<file path="src/rtl/busclk_mon_pkg.sv">
package busclk_mon_pkg;
  localparam int NLINES = 2;
  localparam int LINE_A = 0;
  localparam int LINE_B = 1;

  typedef struct packed {
    logic armed;
    logic err;
  } win_flags_t;
endpackage

</file>
<file path="src/rtl/busclk_sync_edge.sv">
module busclk_sync_edge #(
  parameter int STAGES = 2
) (
  input  logic clk,
  input  logic rst_n,
  input  logic din,
  output logic rise
);
  logic [STAGES-1:0] chain;
  logic              prev;

  generate
    if (STAGES == 1) begin : g_one
      always_ff @(posedge clk or negedge rst_n) begin
        if (!rst_n) chain <= '0;
        else        chain <= din;
      end
    end else begin : g_many
      always_ff @(posedge clk or negedge rst_n) begin
        if (!rst_n) chain <= '0;
        else        chain <= {chain[STAGES-2:0], din};
      end
    end
  endgenerate

  always_ff @(posedge clk or negedge rst_n) begin
    if (!rst_n) prev <= 1'b0;
    else        prev <= chain[STAGES-1];
  end

  assign rise = chain[STAGES-1] & ~prev;
endmodule

</file>
<file path="src/rtl/busclk_window_timer.sv">
module busclk_window_timer #(
  parameter int DEADLINE_CYC = 16
) (
  input  logic clk,
  input  logic rst_n,
  input  logic ref_tick,
  input  logic rise,
  output logic err
);
  import busclk_mon_pkg::*;

  localparam int CW = $clog2(DEADLINE_CYC + 1);
  localparam logic [CW-1:0] LIMIT = CW'(DEADLINE_CYC);

  logic          armed;
  logic [CW-1:0] elapsed;
  logic          past_limit;
  win_flags_t    nxt;

  assign past_limit = (elapsed >= LIMIT);

  always_comb begin
    nxt.armed = armed;
    nxt.err   = 1'b0;
    if (ref_tick) begin
      nxt.err   = armed & (~rise | past_limit);
      nxt.armed = 1'b1;
    end else if (armed && rise) begin
      nxt.err   = past_limit;
      nxt.armed = 1'b0;
    end
  end

  always_ff @(posedge clk or negedge rst_n) begin
    if (!rst_n) begin
      armed   <= 1'b0;
      elapsed <= '0;
    end else begin
      armed <= nxt.armed;
      if (ref_tick)
        elapsed <= '0;
      else if (armed && !past_limit)
        elapsed <= elapsed + 1'b1;
    end
  end

  assign err = nxt.err;
endmodule

</file>
<file path="src/rtl/busclk_status_irq.sv">
module busclk_status_irq #(
  parameter int N = 2
) (
  input  logic         clk,
  input  logic         rst_n,
  input  logic [N-1:0] set_err,
  input  logic [N-1:0] clr_w1c,
  input  logic [N-1:0] irq_en,
  output logic [N-1:0] status,
  output logic         irq
);
  always_ff @(posedge clk or negedge rst_n) begin
    if (!rst_n) status <= '0;
    else        status <= (status & ~clr_w1c) | set_err;
  end

  assign irq = |(status & irq_en);
endmodule

</file>
<file path="src/rtl/busclk_late_monitor.sv">
module busclk_late_monitor #(
  parameter int DEADLINE_CYC = 16,
  parameter int SYNC_STAGES  = 2
) (
  input  logic       clk,
  input  logic       rst_n,
  input  logic       ref_tick,
  input  logic       line_a,
  input  logic       line_b,
  input  logic [1:0] irq_en,
  input  logic [1:0] clr_w1c,
  output logic [1:0] late_status,
  output logic       irq
);
  import busclk_mon_pkg::*;

  logic [NLINES-1:0] raw_lines;
  logic [NLINES-1:0] line_rise;
  logic [NLINES-1:0] line_err;

  assign raw_lines[LINE_A] = line_a;
  assign raw_lines[LINE_B] = line_b;

  generate
    for (genvar i = 0; i < NLINES; i++) begin : g_line
      busclk_sync_edge #(.STAGES(SYNC_STAGES)) u_sync (
        .clk  (clk),
        .rst_n(rst_n),
        .din  (raw_lines[i]),
        .rise (line_rise[i])
      );
      busclk_window_timer #(.DEADLINE_CYC(DEADLINE_CYC)) u_win (
        .clk     (clk),
        .rst_n   (rst_n),
        .ref_tick(ref_tick),
        .rise    (line_rise[i]),
        .err     (line_err[i])
      );
    end
  endgenerate

  busclk_status_irq #(.N(NLINES)) u_stat (
    .clk    (clk),
    .rst_n  (rst_n),
    .set_err(line_err),
    .clr_w1c(clr_w1c),
    .irq_en (irq_en),
    .status (late_status),
    .irq    (irq)
  );
endmodule

</file>
<file path="config.mk">
export PLATFORM = sky130hd
export DESIGN_NAME = busclk_late_monitor
export DESIGN_NICKNAME = d
export VERILOG_FILES = /design/src/rtl/busclk_mon_pkg.sv /design/src/rtl/busclk_sync_edge.sv /design/src/rtl/busclk_window_timer.sv /design/src/rtl/busclk_status_irq.sv /design/src/rtl/busclk_late_monitor.sv
export SDC_FILE = /design/constraint.sdc
export NUM_CORES = 1
export LEC_CHECK = 0
export BUFFER_PORTS_ARGS = -buffer_cell sky130_fd_sc_hd__buf_4
export CORE_MARGIN = 2
export CORE_UTILIZATION = 50
export CTS_CLUSTER_SIZE = 20
export DETAILED_ROUTE_END_ITERATION = 12
export HOLD_SLACK_MARGIN = 0.15
export PLACE_DENSITY = 0.71
export SYNTH_ARGS = -nofsm -noshare
export SYNTH_HDL_FRONTEND = slang
export SYNTH_HIERARCHICAL = 1
export SYNTH_SLANG_ARGS = --single-unit
</file>
<file path="constraint.sdc">
create_clock -name clk -period 2.7 [get_ports clk]
set_clock_uncertainty 0.2 [all_clocks]
set_input_delay 0.54 -clock clk [delete_from_list [all_inputs] [get_ports clk]]
set_output_delay 0.54 -clock clk [all_outputs]
set_load 0.01 [all_outputs]
</file>
==> impl_metrics.ini <==
[power_and_ir_drop]
power_uw = 560
p_sw_uw = 142
internal-power_uw = 418
clock_power_share_pct = 24.4
p_per_area_mw_per_mm2 = 545
sequentialPowerShare_pct = 60.7
p_leak_nw = 0.494
ir_drop_mv = 0.230
power.share.switching_pct = 25.3
p_comb_share_pct = 14.9

[run]
drv_cap = 0

[yosys]
synth_cell_type_count = 19
yosys.area.top_type = dfrtp_1
async_reset_ff_share_pct = 100
syn_avg_cell_area_um2 = 12.3
synth_flop_cell = dfrtp_1
synth_area_um2 = 871
synth_edf_count = 0
yosys_warnings = 6
ys_top_cells_by_area = dfrtp_1, ha_1, mux2i_1
synth-seq-cells = 20
seq_area_frac_synth_pct = 57.5
synthCells = 71
synth_fp_nets = 84
yosysTopAreaCellShare_pct = 57.5

[setup_path]
end_kind = output pin
cp.arrival_ps = 1070
start_kind = register
cp_max_fo = 3
cp_num_buf_inv = 1
critical_path.top_delay_family = flip-flops
slowest_stage = dfrtp_1
cpPeakStageDelay_ps = 410
crit_cells = 2
r2r_start = g_line[0].u_win/elapsed[4]
ff2ff_path_depth = 3
path_class = reg -> out
required_ps = 1960
crit_start = u_stat/status[0]
path_cells = a22o_1 > buf_4

[clocking]
hold_buffers = 3
cts.sinks = 20
numCtsBuffers = 3
clockRootBuffer = clkbuf_4
cts_max_path_buffers = 2
cts_tree = yes
htreeDepth = 1
clk_pin_slew_ps = 100
clk_latency_ps = 290
cts_resized = 0
cts_setup_buffers = 0

[hold_path]
worstHoldPathCells = 0
min_from = g_line[0].u_sync/chain[0]
worstHoldPathType = reg -> reg

[routing]
wire_per_inst_um = 12.5
initialDrtViolationCount = 1
firstDrtPassIters = 4
final_antenna_net_count = 0
routed_wl_um = 1320
drc_errors = 0
post_drt_via_cell_ratio = 5.35
vias = 562

[global_route]
grt_pass1_vias = 460
grt_overflow = 0
grt_pass1_wl_um = 1970
antenna_found_initial = 0
grt_max_degree = 21
track_usage_pct = 14.1

[run_status]
status = finished, final reports clean

[placement]
port-buffer-count = 11
place_area_um2 = 975
globalplace.congestion = 0.686
place_hpwl_um = 920

[die]
initial_core_util_pct = 51.6
pin_count = 12
die_h_um = 45.7
rows = 15
fp.dieArea_mm2 = 0.00209
die-width_um = 45.7
coreArea_mm2 = 0.00169

[sta]
holdWs_ps = 158
rsz0062_at_grt = no
hold_viol = 0
worst_slew_pin_slew_ps = 250
setup_tns_ps = 0
layout_min_cycle_time_ps = 1810
maxSlewViolCount = 0
setup-violations-final = 0
slew_headroom_pct = 83.3
period_share_pct = 67.1
clock.fmax_mhz = 552

[layout]
design_area_mm2 = 0.00103
layout_common_cells = dfrtp_1, buf_4, inv_1, nor2_1
num_antenna_cells = 0
fin_util_pct = 60.8
drive_above_1_share_pct = 23.9
layout_commonest_cell = dfrtp_1
area_growth_pct = 18.0
nets = 103
==> registers in the layout (all words and copies together), names as in the netlist <==
register / cells
g_line.u_sync/chain: 4
g_line.u_win/armed: 2
g_line.u_win/elapsed: 10
u_stat/status: 2
g_line.u_sync/prev: 2
==> cell usage after synthesis, types with 3 or more instances <==
library cell / n
mux2i_1: 4
inv_1: 8
a21o_2: 3
dfrtp_1: 20
ha_1: 4
nor2_1: 8
==> area by class of cell <==
class                      count  area (µm²)
fill                         148         662
sequential                    20         500
multi-input combinational     43         340
timing repair buffer          14         113
inverter                       8        30.0
clock buffer                   3        22.5
tap                           17        21.3
==> cell families after synthesis <==
logic type               synth area share (%)
AND/OR/NAND/NOR                          15.5
flip-flops                               57.5
AO/OA/AOI/OAI                            9.20
buffers and inverters                    3.45
XOR/XNOR                                 4.02
multiplexers                             4.60
adder cells (fa/ha/maj)                  5.75
==> routing by layer <==
metal | vias to the layer above | share of wire [%] | global-route usage (%)
li1 | 274 | - | -
met1 | 268 | 47 | 17.7
met2 | 15 | 46 | 20.0
met3 | 5 | 3.8 | 4.76
met4 | 0 | 3.0 | 10.3
met5 | - | 0 | 0
==> per-stage QoR <==
stage,setup slack [ps],cells
2_1_floorplan,1200,71
6_report,887,105
3_3_place_gp,987,99
5_1_grt,845,105
4_1_cts,871,105
3_5_place_dp,976,99
==> power by group through the flow <==
| stage | logic (mW) | registers (mW) | clock network [mW] |
|---|---|---|---|
| global route | 0.0941 | 0.342 | 0.153 |
| finish | 0.0832 | 0.340 | 0.137 |
| detailed placement | 0.0815 | 0.346 | 0 |
| floorplan | 0.0471 | 0.344 | 0 |
| global placement | 0.0781 | 0.345 | 0 |
| CTS | 0.0854 | 0.340 | 0.141 |
==> final timing paths <==
kind	slack, ps	end
setup / recovery	890	irq
hold / removal	160	g_line[0].u_sync/chain[1]
setup reg to reg	1350	g_line[0].u_win/elapsed[3]
hold reg to reg	160	g_line[0].u_sync/chain[1]
max in group asynchronous	1650	g_line[1].u_win/elapsed[3]
min in group asynchronous	450	g_line[0].u_win/elapsed[4]
Power figures use the tool's default switching activity.
